### config.mk
export PLATFORM = sky130hd
export DESIGN_NAME = interval_timer
export DESIGN_NICKNAME = d
export VERILOG_FILES = /design/src/rtl/itmr_pkg.sv /design/src/rtl/itmr_prescaler.sv /design/src/rtl/itmr_period_cnt.sv /design/src/rtl/itmr_wrap_track.sv /design/src/rtl/interval_timer.sv
export SDC_FILE = /design/constraint.sdc
export NUM_CORES = 1
export LEC_CHECK = 0
export BUFFER_PORTS_ARGS = -buffer_cell sky130_fd_sc_hd__clkbuf_2
export CAP_MARGIN = 20
export CORE_ASPECT_RATIO = 2
export CORE_MARGIN = 2
export CORE_UTILIZATION = 50
export DETAILED_ROUTE_END_ITERATION = 6
export GPL_TIMING_DRIVEN = 0
export PLACE_DENSITY = 0.72
export SLEW_MARGIN = 20
export SYNTH_ARGS = -nofsm -noshare
export SYNTH_HDL_FRONTEND = slang
export SYNTH_SLANG_ARGS = --single-unit
### constraint.sdc
create_clock -name clk -period 5.07 [get_ports clk]
set_clock_uncertainty 0.1 [all_clocks]
set_input_delay 0.507 -clock clk [delete_from_list [all_inputs] [get_ports clk]]
set_output_delay 0.507 -clock clk [all_outputs]
set_load 0.05 [all_outputs]
### src/rtl/itmr_pkg.sv
package itmr_pkg;

  typedef enum logic [1:0] {
    SEL_MODE  = 2'd0,
    SEL_FLAG  = 2'd1,
    SEL_VALUE = 2'd2,
    SEL_IMAGE = 2'd3
  } itmr_sel_e;

  localparam int unsigned RUN_BIT    = 24;
  localparam int unsigned IRQ_EN_BIT = 25;

endpackage

### src/rtl/itmr_prescaler.sv
module itmr_prescaler #(
  parameter int unsigned DIV = 16
) (
  input  logic clk,
  input  logic rst,
  input  logic run,
  output logic tick
);

  generate
    if (DIV < 2) begin : g_bypass
      assign tick = run;
    end else begin : g_div
      localparam int unsigned CW = $clog2(DIV);
      localparam logic [CW-1:0] LAST = CW'(DIV - 1);
      logic [CW-1:0] phase_q;

      // phase returns to zero whenever counting pauses
      always_ff @(posedge clk) begin
        if (rst || !run)          phase_q <= '0;
        else if (phase_q == LAST) phase_q <= '0;
        else                      phase_q <= phase_q + 1'b1;
      end

      assign tick = run && (phase_q == LAST);
    end
  endgenerate

endmodule

### src/rtl/itmr_period_cnt.sv
module itmr_period_cnt #(
  parameter int unsigned W = 20
) (
  input  logic         clk,
  input  logic         rst,
  input  logic         tick,
  input  logic [W-1:0] limit,
  output logic [W-1:0] value,
  output logic         wrap
);

  logic [W-1:0] value_q;

  // >= keeps the counter bounded if the limit is lowered mid-period
  assign wrap = tick && (value_q >= limit);

  always_ff @(posedge clk) begin
    if (rst)       value_q <= '0;
    else if (tick) value_q <= wrap ? '0 : value_q + 1'b1;
  end

  assign value = value_q;

endmodule

### src/rtl/itmr_wrap_track.sv
module itmr_wrap_track #(
  parameter int unsigned W = 12
) (
  input  logic         clk,
  input  logic         rst,
  input  logic         wrap,
  input  logic         ack,
  output logic [W-1:0] count,
  output logic         flag,
  output logic         flag_next
);

  logic [W-1:0] count_q, count_d;
  logic         flag_q, flag_d;

  always_comb begin
    count_d = count_q;
    flag_d  = flag_q;
    if (ack) begin
      // a wrap landing on the acknowledge survives it
      count_d = wrap ? W'(1) : '0;
      flag_d  = wrap;
    end else if (wrap) begin
      count_d = count_q + 1'b1;
      flag_d  = 1'b1;
    end
  end

  always_ff @(posedge clk) begin
    if (rst) begin
      count_q <= '0;
      flag_q  <= 1'b0;
    end else begin
      count_q <= count_d;
      flag_q  <= flag_d;
    end
  end

  assign count     = count_q;
  assign flag      = flag_q;
  assign flag_next = flag_d;

endmodule

### src/rtl/interval_timer.sv
module interval_timer
  import itmr_pkg::*;
#(
  parameter int unsigned PRESCALE = 16,
  parameter int unsigned PERIOD_W = 20,
  parameter int unsigned WRAP_W   = 12,
  parameter int unsigned DATA_W   = 32
) (
  input  logic              clk,
  input  logic              rst,
  input  logic              bus_en,
  input  logic              bus_we,
  input  logic [1:0]        bus_addr,
  input  logic [DATA_W-1:0] bus_wdata,
  output logic [DATA_W-1:0] bus_rdata,
  output logic              irq
);

  localparam logic [DATA_W-1:0] MODE_MASK =
      (DATA_W'(1) << IRQ_EN_BIT) | (DATA_W'(1) << RUN_BIT) |
      ((DATA_W'(1) << PERIOD_W) - DATA_W'(1));

  itmr_sel_e sel;
  assign sel = itmr_sel_e'(bus_addr);

  logic mode_wr, ack;
  assign mode_wr = bus_en &&  bus_we && (sel == SEL_MODE);
  assign ack     = bus_en && !bus_we && (sel == SEL_VALUE);

  logic [DATA_W-1:0] mode_q;
  always_ff @(posedge clk) begin
    if (rst)          mode_q <= '0;
    else if (mode_wr) mode_q <= bus_wdata & MODE_MASK;
  end

  logic [PERIOD_W-1:0] limit;
  logic                run_en, irq_en, irq_en_next;
  assign limit       = mode_q[PERIOD_W-1:0];
  assign run_en      = mode_q[RUN_BIT];
  assign irq_en      = mode_q[IRQ_EN_BIT];
  assign irq_en_next = mode_wr ? bus_wdata[IRQ_EN_BIT] : irq_en;

  logic [PERIOD_W-1:0] count;
  logic [WRAP_W-1:0]   wrap_cnt;
  logic run, tick, wrap, flag, flag_next;

  // a disabled timer finishes its period before resting
  assign run = run_en || (count != '0);

  itmr_prescaler #(.DIV(PRESCALE)) u_pre (
    .clk (clk), .rst (rst), .run (run), .tick (tick)
  );

  itmr_period_cnt #(.W(PERIOD_W)) u_cnt (
    .clk (clk), .rst (rst), .tick (tick), .limit (limit),
    .value (count), .wrap (wrap)
  );

  itmr_wrap_track #(.W(WRAP_W)) u_trk (
    .clk (clk), .rst (rst), .wrap (wrap), .ack (ack),
    .count (wrap_cnt), .flag (flag), .flag_next (flag_next)
  );

  logic [DATA_W-1:0] snapshot;
  always_comb begin
    snapshot = '0;
    snapshot[PERIOD_W-1:0]       = count;
    snapshot[DATA_W-1 -: WRAP_W] = wrap_cnt;
  end

  always_ff @(posedge clk) begin
    if (rst) begin
      bus_rdata <= '0;
    end else if (bus_en && !bus_we) begin
      unique case (sel)
        SEL_MODE:  bus_rdata <= mode_q;
        SEL_FLAG:  bus_rdata <= DATA_W'(flag);
        SEL_VALUE: bus_rdata <= snapshot;
        SEL_IMAGE: bus_rdata <= snapshot;
        default:   bus_rdata <= '0;
      endcase
    end
  end

  always_ff @(posedge clk) begin
    if (rst) irq <= 1'b0;
    else     irq <= flag_next && irq_en_next;
  end

endmodule

## Word level (Yosys, flattened, before mapping)

Cells that the tools add are included.

| storage, ports and cells | value |
|---|---|
| register bits | 92 |
| input port bits | 38 |
| output and inout bits | 33 |
| word-level logic and storage cells | 39 |

| cells by class | value |
|---|---|
| add/subtract/negate cells | 3 |
| $lt $le $gt $ge | 1 |
| eq/ne operators | 4 |
| multiplexer cells | 8 |
| reduce and logical (&&, ||, !) cells | 16 |

Operators with widths:

| kind | number |
|---|---|
| $pmux 32 s3 | 1 |
| $mux 12 | 2 |
| $add 20x1->20 const B | 1 |
| $ge 20x20->1 | 1 |
| $mux 20 | 1 |
| $reduce_bool 20->1 | 1 |
| $add 12x1->12 const B | 1 |
| $logic_and 1x1->1 | 7 |
| $add 4x1->4 const B | 1 |
| $eq 2x2->1 const B | 2 |
| $eq 4x4->1 const B | 1 |
| $mux 1 | 4 |
| $reduce_or 2->1 | 2 |
| $eq 2x1->1 const B | 1 |
| $logic_not 1->1 | 2 |
| $logic_not 2->1 | 1 |
| $logic_or 1x1->1 | 2 |
| $reduce_bool 2->1 | 1 |

## Longest topological paths before layout

Gate-level depths: netlist (run 1).

| depth | value |
|---|---|
| word-level depth | 7 |
| gate-level depth with buffers | 9 |
| mapped depth without buffers | 8 |

## Hierarchy

Synthesis (run 1) repeated with hierarchy kept, for this count alone.

| unflattened totals | value |
|---|---|
| cell total of the unflattened synthesis | 541 |
| area total of the unflattened synthesis | 4,451.8 um^2 |

By module, submodules not included:

| module | instances | cells an instance | area each (um^2) | sequential area each (um^2) |
|---|---|---|---|---|
| interval_timer | 1 | 277 | 2,158.3 | 1,101.1 |
| itmr_period_cnt | 1 | 177 | 1,520.2 | 400.4 |
| itmr_wrap_track | 1 | 70 | 615.6 | 260.2 |
| itmr_prescaler | 1 | 17 | 157.7 | 80.1 |

## Worst setup path after synthesis (run 1)

Ideal clock, no wire load.

| path | value |
|---|---|
| kind | reg-to-reg |
| from | register mode_q[17] |
| to | register u_trk.count_q[6], in the netlist u_trk.count[6] |
| library setup time | 0.072 ns |
| arrival | 2.143 ns |
| data required time | 4.898 ns |
| setup slack | 2.755 ns |
| stages on the path, launching flop included | 9 |
| buffers on the path | 1 |
| period minus slack after synthesis | 2.315 ns |
| cell sequence | dfxtp_1 inv_1 ha_1 and4_4 nand3_2 o41a_1 buf_6 a2111oi_2 mux2i_1 |

| between the ends | value |
|---|---|
| longest elaborated chain between the ends | 3 |

RTL lines:

| what | RTL line | RTL |
|---|---|---|
| from (decl) | interval_timer.sv:30 | `logic [DATA_W-1:0] mode_q;` |
| from (signal assigned) | interval_timer.sv:33 | `else if (mode_wr) mode_q <= bus_wdata & MODE_MASK;` |
| $ge 20x20->1 | itmr_period_cnt.sv:15 | `assign wrap = tick && (value_q >= limit);` |
| $logic_and 1x1->1 | itmr_period_cnt.sv:15 |  |
| $reduce_bool 2->1 (no line) | n/a |  |
| to (signal assigned) | itmr_wrap_track.sv:34 | `count_q <= count_d;` |
| to (decl) | itmr_wrap_track.sv:13 | `logic [W-1:0] count_q, count_d;` |

No other way between the ends.
A chain may end at the register's enable or synchronous reset.

## Worst setup path after layout (run 1)

| path | value |
|---|---|
| from | register u_cnt.value_q[0], in the netlist u_cnt.value[0] |
| to | register u_trk.count_q[0], in the netlist u_trk.count[0] |

| between the ends | value |
|---|---|
| longest elaborated chain between the ends | 6 |
| elaborated cells between the ends (all ways) | 8 |
| classes of those cells | order compare (1); mux (2); reduce/logical (5) |

RTL lines:

| what | RTL line | RTL |
|---|---|---|
| from (decl) | itmr_period_cnt.sv:12 | `logic [W-1:0] value_q;` |
| from (signal assigned) | itmr_period_cnt.sv:19 | `else if (tick) value_q <= wrap ? '0 : value_q + 1'b1;` |
| branches (longest 3 deep; another with $ge 20x20->1) | n/a |  |
| $logic_and 1x1->1 * | itmr_period_cnt.sv:15 |  |
| $mux 1 | itmr_wrap_track.sv:21 | `count_d = wrap ? W'(1) : '0;` |
| $mux 12 | itmr_wrap_track.sv:19 | `if (ack) begin` |

Mark *: on every way between the ends.

==> impl_metrics.py, run 1 <==
metrics = {
    "status": {
        "status": "complete, no violations",
    },
    "synthesis": {
        "synth_edf_count": 0,
        "syn_avg_cell_area_sq_um": 8.16,
        "async_flop_share": 0,
        "synth_area_leader_cell": "dfxtp_1",
        "yosysMostFrequentCell": "dfxtp_1",
        "yosysSeqAreaShare": 0.405,
        "synthFlopType": "dfxtp_1",
        "synth-seq-cells": 92,
        "syn_area_sq_mm": 0.00455,
        "synth_top_area_share": 0.405,
        "synth.distinct_cells": 44,
        "synth_nets": 619,
        "syn_inst": 557,
        "synth.area.top_cells": "dfxtp_1 (41%), nor3_1 (6.7%), nand2_1 (6.7%), ha_1 (6.6%), a21oi_1 (4.8%)",
        "synth_top_cells_by_count": "dfxtp_1 (92), nand2_1 (81), nor3_1 (61)",
        "yosys_warnings": 0,
    },
    "timing": {
        "holdWs_ns": 0.272,
        "worst_pin_slew_ns": 0.661,
        "hold_viol_final": 0,
        "min_period_ns": 2.65,
        "timing.final.crit_share": 0.523,
        "final.setup.tns_ns": 0,
        "fmax_mhz": 377,
        "setup_viol": 0,
        "max-slew-margin-rel": 0.557,
        "finalMaxSlewViolations": 0,
        "grt_setup_unrepaired": "false",
    },
    "cts": {
        "cts_inserted_buffers": 9,
        "cts_buffer_depth": 2,
        "clk_pin_slew_ns": 0.07,
        "cts_tree": "yes",
        "cts_sinks": 92,
        "postCtsSetupRepairBufs": 0,
        "ctsHoldBuffers": 0,
        "insertion_delay_ns": 0.35,
        "htree_levels": 3,
        "root_buffer": "clkbuf_16",
        "cts_resized": 0,
    },
    "pwr": {
        "power_density_mw_per_mm2": 289,
        "vdd_drop_max_uv": 205,
        "power.leakage_nw": 1.92,
    },
    "floorplan": {
        "core_area_sq_mm": 0.00889,
        "die_x_um": 71.4,
        "rows": 49,
        "initial_core_util": 0.511,
        "fp.dieH_um": 139,
        "dieArea_sq_mm": 0.00992,
        "ios": 71,
    },
    "final_layout": {
        "insertedDiodeCount": 0,
        "drive_gt1_frac": 0.138,
        "nets": 688,
        "area_delta_synth_final_pct": 15.1,
        "stdcell_area_sq_mm": 0.00523,
        "finish.utilization": 0.589,
    },
    "critical_path": {
        "end_kind": "flop",
        "cp.required_ns": 5.21,
        "critPathKind": "flop to flop",
        "critPathArrivalTime_ns": 2.79,
        "start_kind": "flop",
        "cp_max_fo": 10,
    },
    "min_path": {
        "hp-class": "input pin to flop",
    },
    "placement": {
        "gp_congestion": 0.951,
        "placedInstanceArea_sq_mm": 0.00496,
        "port_buffers": 58,
        "hpwlAfterDp_um": 9680,
    },
    "drt": {
        "ant_nets": 0,
        "dr.first_iter.drc_count": 207,
        "viasPerCell": 5.85,
        "drtPass1Iterations": 4,
        "routed_wl_um": 12400,
        "vias": 4288,
        "wl_per_cell_um": 17.0,
        "drc": 0,
    },
    "global_route": {
        "antenna_found_initial": 0,
        "grt_first_pass_wirelength_um": 20100,
        "grt_max_degree": 16,
        "grt_util_all_layers": 0.260,
        "grt_pass1_vias": 4307,
        "grt-ovfl-total": 0,
    },
    "flow_run": {
        "max-cap-violations": 0,
    },
}
## power by group
group	switching (mW)	leakage, nW	total (mW)	internal, mW
Sequential	0.00679	0.745	0.743	0.736
Combinational	0.112	1.05	0.155	0.0436
Clock	0.285	0.124	0.617	0.331
## through the flow
stage / power (mW) / std cells / setup WS (ns)
detailed placement: 0.914 / 717 / 2.42
global placement: 0.911 / 717 / 2.45
global route: 1.57 / 733 / 2.25
floorplan: 0.869 / 557 / 2.76
CTS: 1.52 / 733 / 2.41
finish: 1.51 / 733 / 2.42
## sequential cells by signal (all words and copies together) (netlist names)
name,flops
u_pre.g_div.phase_q,4
mode_q,22
bus_rdata,32
irq,1
u_trk.flag,1
u_trk.count,12
u_cnt.value,20
## routing by layer
metal | GRT usage | share of wire | up-vias
met2 | 0.499 | 0.56 | 138
met1 | 0.241 | 0.34 | 2006
li1 | - | - | 2093
met4 | 0.159 | 0.063 | 0
met5 | 0 | 0 | -
met3 | 0.0451 | 0.034 | 51
## worst paths after layout
check,cells past startpoint,endpoint,slack [ns],startpoint
setup reg to reg,9,u_trk.count[0]$_SDFFE_PP0P_,2.42,u_cnt.value[0]$_SDFFE_PP0P_
hold / removal,3,mode_q[11]$_SDFFE_PP0P_,0.27,bus_wdata[11]
setup / recovery,9,u_trk.count[0]$_SDFFE_PP0P_,2.42,u_cnt.value[0]$_SDFFE_PP0P_
hold reg to reg,1,u_pre.g_div.phase_q[0]$_SDFF_PP0_,0.35,u_pre.g_div.phase_q[0]$_SDFF_PP0_
## cell usage in the layout (no fill, tap or decap), drive strengths merged
cell | Yosys | final
a2111oi | 5 | 5
a211o | 1 | 1
a211oi | 23 | 23
a21boi | 1 | 1
a21o | 5 | 5
a21oi | 44 | 44
a32oi | 1 | 1
and2 | 1 | 1
and3 | 5 | 5
and4 | 4 | 4
buf | 11 | 11
clkbuf | 28 | 96
clkinv | 0 | 3
clkinvlp | 0 | 3
dfxtp | 92 | 92
ha | 24 | 24
inv | 26 | 26
mux2 | 1 | 1
mux2i | 10 | 10
nand2 | 81 | 81
nand2b | 10 | 10
nand3 | 30 | 30
nand3b | 1 | 1
nand4 | 11 | 11
nor2 | 31 | 31
nor2b | 2 | 2
nor3 | 62 | 62
nor3b | 2 | 2
nor4 | 8 | 8
nor4b | 1 | 1
o211ai | 3 | 3
o21ai | 7 | 7
o41a | 1 | 1
o41ai | 1 | 1
or3 | 1 | 1
or4 | 2 | 2
xnor2 | 5 | 5
xor2 | 16 | 16
## cells by family (layout without fill, tap and decap cells)
logic type | count (synthesis) | after routing | synth area share
AOI/OAI and AO/OA | 92 | 92 | 0.140
xor gates and xnor gates | 21 | 21 | 0.0405
adders and majority gates | 24 | 24 | 0.0661
buffers and inverters | 65 | 139 | 0.0567
DFF | 92 | 92 | 0.405
muxes | 11 | 11 | 0.0245
and+or+nand+nor | 252 | 252 | 0.267
## worst max-delay path: stages (launching register included)
cell      delay (ns)
dfxtp_1         0.39
inv_1           0.14
ha_1            0.29
nand2b_1        0.14
a21o_1          0.18
a211oi_1        0.33
o41a_1          0.27
buf_6           0.18
a21o_1          0.19
mux2_1          0.33
## area by class of cell
type	count	area [sq um]
Sequential cell	92	1840
Clock buffer	10	229
Tap cell	102	128
Timing Repair Buffer	58	290
Buffer	39	160
Inverter	26	97.6
Multi-Input combinational cell	400	2450
Fill cell	820	3660
Clock inverter	6	41.3
Power figures use the tool's default switching activity.
==> run 2, diff against run 1 <==
--- a/config.mk
+++ b/config.mk
@@ -5,6 +5,7 @@
 export SDC_FILE = /design/constraint.sdc
 export NUM_CORES = 1
 export LEC_CHECK = 0
+export ABC_AREA = 1
 export BUFFER_PORTS_ARGS = -buffer_cell sky130_fd_sc_hd__clkbuf_2
 export CAP_MARGIN = 20
 export CORE_ASPECT_RATIO = 2
@@ -12,7 +13,7 @@
 export CORE_UTILIZATION = 50
 export DETAILED_ROUTE_END_ITERATION = 6
 export GPL_TIMING_DRIVEN = 0
-export PLACE_DENSITY = 0.72
+export PLACE_DENSITY = 0.74
 export SLEW_MARGIN = 20
 export SYNTH_ARGS = -nofsm -noshare
 export SYNTH_HDL_FRONTEND = slang
==> constraint.sdc (replaced) <==
create_clock -name clk -period 2.2 [get_ports clk]
set_clock_uncertainty 0.1 [all_clocks]
set_input_delay 0.22 -clock clk [delete_from_list [all_inputs] [get_ports clk]]
set_output_delay 0.22 -clock clk [all_outputs]
set_load 0.05 [all_outputs]
==> run 2 against run 1 <==
- flip-flop and latch count unchanged
- register-to-register slack got worse by 2.3 ns
- critical path depth rose by 2
- critical endpoint is now u_trk.flag$_SDFF_PP0_
==> impl_metrics.py, run 2 <==
metrics = {
    "critical_path": {
        "max_stage_delay_ns": 0.32,
        "start_kind": "flop",
        "r2r.worst_path.cells": 11,
        "critPathKind": "flop to flop",
        "critPathTopFamily": "simple AND/OR/NAND/NOR gates",
        "crit_chain": "inv_1 > ha_1 > a21o_1 > nor2_4 > nand2_2 > nand2_2 > nand4_4 > nand2_4 > clkinvlp_4 > a21oi_2 > nor2_1",
        "cp_common_cell": "nand2_2",
        "cp.required_ns": 2.31,
        "reg2reg_from": "mode_q[11]$_SDFFE_PP0P_",
        "end_kind": "flop",
        "cp_num_cells": 11,
        "worst_path_max_delay_cell": "dfxtp_1",
        "cp_max_fo": 5,
        "critPathArrivalTime_ns": 2.22,
        "critPathBufInv": 2,
        "startpoint": "mode_q[11]$_SDFFE_PP0P_",
    },
    "timing": {
        "fin_ws_ns": 0.0894,
        "finalMaxSlewViolations": 0,
        "timing.final.crit_share": 0.959,
        "holdWs_ns": 0.0158,
        "setup_viol": 0,
        "min_period_ns": 2.11,
        "fmax_mhz": 474,
        "worst_pin_slew_ns": 0.665,
        "hold_viol_final": 0,
        "max-slew-margin-rel": 0.557,
    },
    "floorplan": {
        "die_x_um": 72.1,
        "dieArea_sq_mm": 0.0101,
        "core_area_sq_mm": 0.00901,
        "ios": 71,
        "initial_core_util": 0.515,
        "fp.dieH_um": 140,
        "rows": 49,
    },
    "synthesis": {
        "synth_compound_area_frac": 0.122,
        "syn_inst": 663,
        "synth-seq-cells": 92,
        "yosysSeqAreaShare": 0.397,
        "synth_xor_area_frac": 0.0245,
        "synth_top_cells_by_count": "nand2_1 (174), dfxtp_1 (92), inv_1 (72)",
        "synth_top_family_by_area": "simple AND/OR/NAND/NOR gates",
        "synth_mux_area_frac": 0,
        "synth_edf_count": 0,
        "synth_top_area_share": 0.397,
        "synth_nets": 725,
        "yosys_warnings": 0,
        "synthFlopType": "dfxtp_1",
        "async_flop_share": 0,
        "synth.area.top_cells": "dfxtp_1 (40%), nand2_1 (14%), ha_1 (6.5%), inv_1 (5.8%), nor2_1 (5.7%)",
        "synth_area_leader_cell": "dfxtp_1",
        "yosysMostFrequentCell": "nand2_1",
        "syn_avg_cell_area_sq_um": 7.00,
        "synth.distinct_cells": 31,
        "synth-simple-area-share": 0.300,
        "syn_area_sq_mm": 0.00464,
        "synthAdderAreaFrac": 0.0647,
    },
    "final_layout": {
        "largest_reg_flops": 32,
        "drive_gt1_frac": 0.184,
        "final_common_cell": "nand2_1",
        "layout.cells.non_filler": 846,
        "area_delta_synth_final_pct": 18.7,
        "n_fill_cell": 877,
        "insertedDiodeCount": 0,
        "finish.utilization": 0.611,
        "mostFrequentLayoutCells": "nand2_1 (168), dfxtp_1 (79), inv_1 (71), nor2_1 (66), clkbuf_2 (60)",
        "regMostFlops": "bus_rdata",
        "seq_area_sq_mm": 0.00186,
        "multi_input_area_sq_mm": 0.00247,
        "nets": 801,
    },
    "cts": {
        "cts_tree": "yes",
        "root_buffer": "clkbuf_16",
        "cts_sinks": 92,
        "htree_levels": 3,
        "clk_pin_slew_ns": 0.07,
        "insertion_delay_ns": 0.34,
        "cts_inserted_buffers": 9,
        "cts_buffer_depth": 2,
    },
    "placement": {
        "dpl.cell_count": 825,
        "dp_slack_ns": -0.114,
        "port_buffers": 60,
        "hpwlAfterDp_um": 10400,
        "gp_congestion": 0.937,
    },
    "drt": {
        "ant_nets": 0,
        "wl_per_cell_um": 16.0,
        "routed_wl_um": 13600,
        "drtPass1Iterations": 5,
        "dr.first_iter.drc_count": 172,
        "vias": 4699,
        "drc": 0,
        "viasPerCell": 5.55,
    },
    "pwr": {
        "intPower_mw": 2.57,
        "power_mw": 3.43,
        "comb_power_share": 0.084,
        "switching_share": 0.250,
        "vdd_drop_max_uv": 418,
        "power.leakage_nw": 2.35,
        "p_switching_mw": 0.856,
        "power_density_mw_per_mm2": 622,
        "pwr-share-seq": 0.493,
        "clkPwrFrac": 0.423,
    },
    "global_route": {
        "grt_pass1_vias": 4684,
        "grt-ovfl-total": 0,
        "grt_first_pass_wirelength_um": 21600,
        "grt_max_degree": 16,
        "grt_util_all_layers": 0.277,
        "antenna_found_initial": 0,
    },
    "status": {
        "status": "complete, no violations",
    },
    "min_path": {
        "hold_depth": 3,
        "hp-start": "bus_wdata[24]",
        "hp-class": "input pin to flop",
    },
    "flow_run": {
        "max-cap-violations": 0,
    },
}
-- run 2: cell types whose count changed in the layout (fill, tap and decap cells not counted), moves of 12 or more --
cell / previous run / this run
o21ai_0: 6 / 24
dfxtp_1: 92 / 79
inv_1: 26 / 71
nor2_1: 31 / 66
a211oi_1: 23 / 0
dfxtp_2: 0 / 12
a31oi_1: 0 / 23
nand2_1: 81 / 168
nor3_1: 61 / 14
-- run 2: power groups by stage --
stage	combinational, mW	clock (mW)	sequential, mW
floorplan	0.150	0	1.73
global placement	0.243	0	1.73
detailed placement	0.250	0	1.73
CTS	0.260	1.47	1.69
global route	0.314	1.55	1.69
finish	0.289	1.45	1.69
-- run 2: logic make-up after synthesis --
kind of cell	count (synthesis)
compound gates	105
buf+inv	104
fa+ha+maj	24
xor+xnor	13
simple gates	325
flops	92
-- run 2: routing by layer --
metal / global-route usage / up-vias / wire, um
met3: 0.0468 / 57 / 514
met5: 0 / - / 0
met2: 0.510 / 147 / 7410
met4: 0.210 / 0 / 966
li1: - / 2309 / -
met1: 0.259 / 2186 / 4680
-- run 2: stage by stage --
step,area (sq um),setup TNS [ns]
after floorplan,4640,0
after global placement,5070,-0.171
after detailed placement,5070,-0.764
after CTS,5370,0
after global routing,5510,-0.00554
final,5510,0
-- run 2: final timing paths --
path | to | slack, ns
max reg2reg | u_trk.flag$_SDFF_PP0_ | 0.09
max | u_trk.flag$_SDFF_PP0_ | 0.09
min reg2reg | u_pre.g_div.phase_q[0]$_SDFF_PP0_ | 0.35
min | mode_q[24]$_SDFFE_PP0P_ | 0.02
-- run 2: area by class of cell --
| class | instances | share of cell area |
|---|---|---|
| buffer | 29 | 0.0268 |
| multi-input combinational | 467 | 0.449 |
| tap | 102 | 0.0232 |
| inverter | 75 | 0.0518 |
| sequential | 92 | 0.338 |
| clock inverter | 6 | 0.00727 |
| clock buffer | 10 | 0.0434 |
| timing repair buffer | 65 | 0.0613 |
-- run 2: worst register-to-register path: cells and delay by family, from the launching register on --
kind,cells,cell delay [ns]
AOI/OAI and AO/OA,2,0.38
adders and majority gates,1,0.32
buffers and inverters,2,0.22
DFF,1,0.32
and+or+nand+nor,6,0.65
-- run 2: timing repair --
action	4_1_cts	5_1_grt
resized for setup	7	30
hold buffers	0	0
pin swaps	0	7
gates cloned	0	0
setup endpoints to repair	27	20
buffers inserted	0	5
hold endpoints to repair	0	0
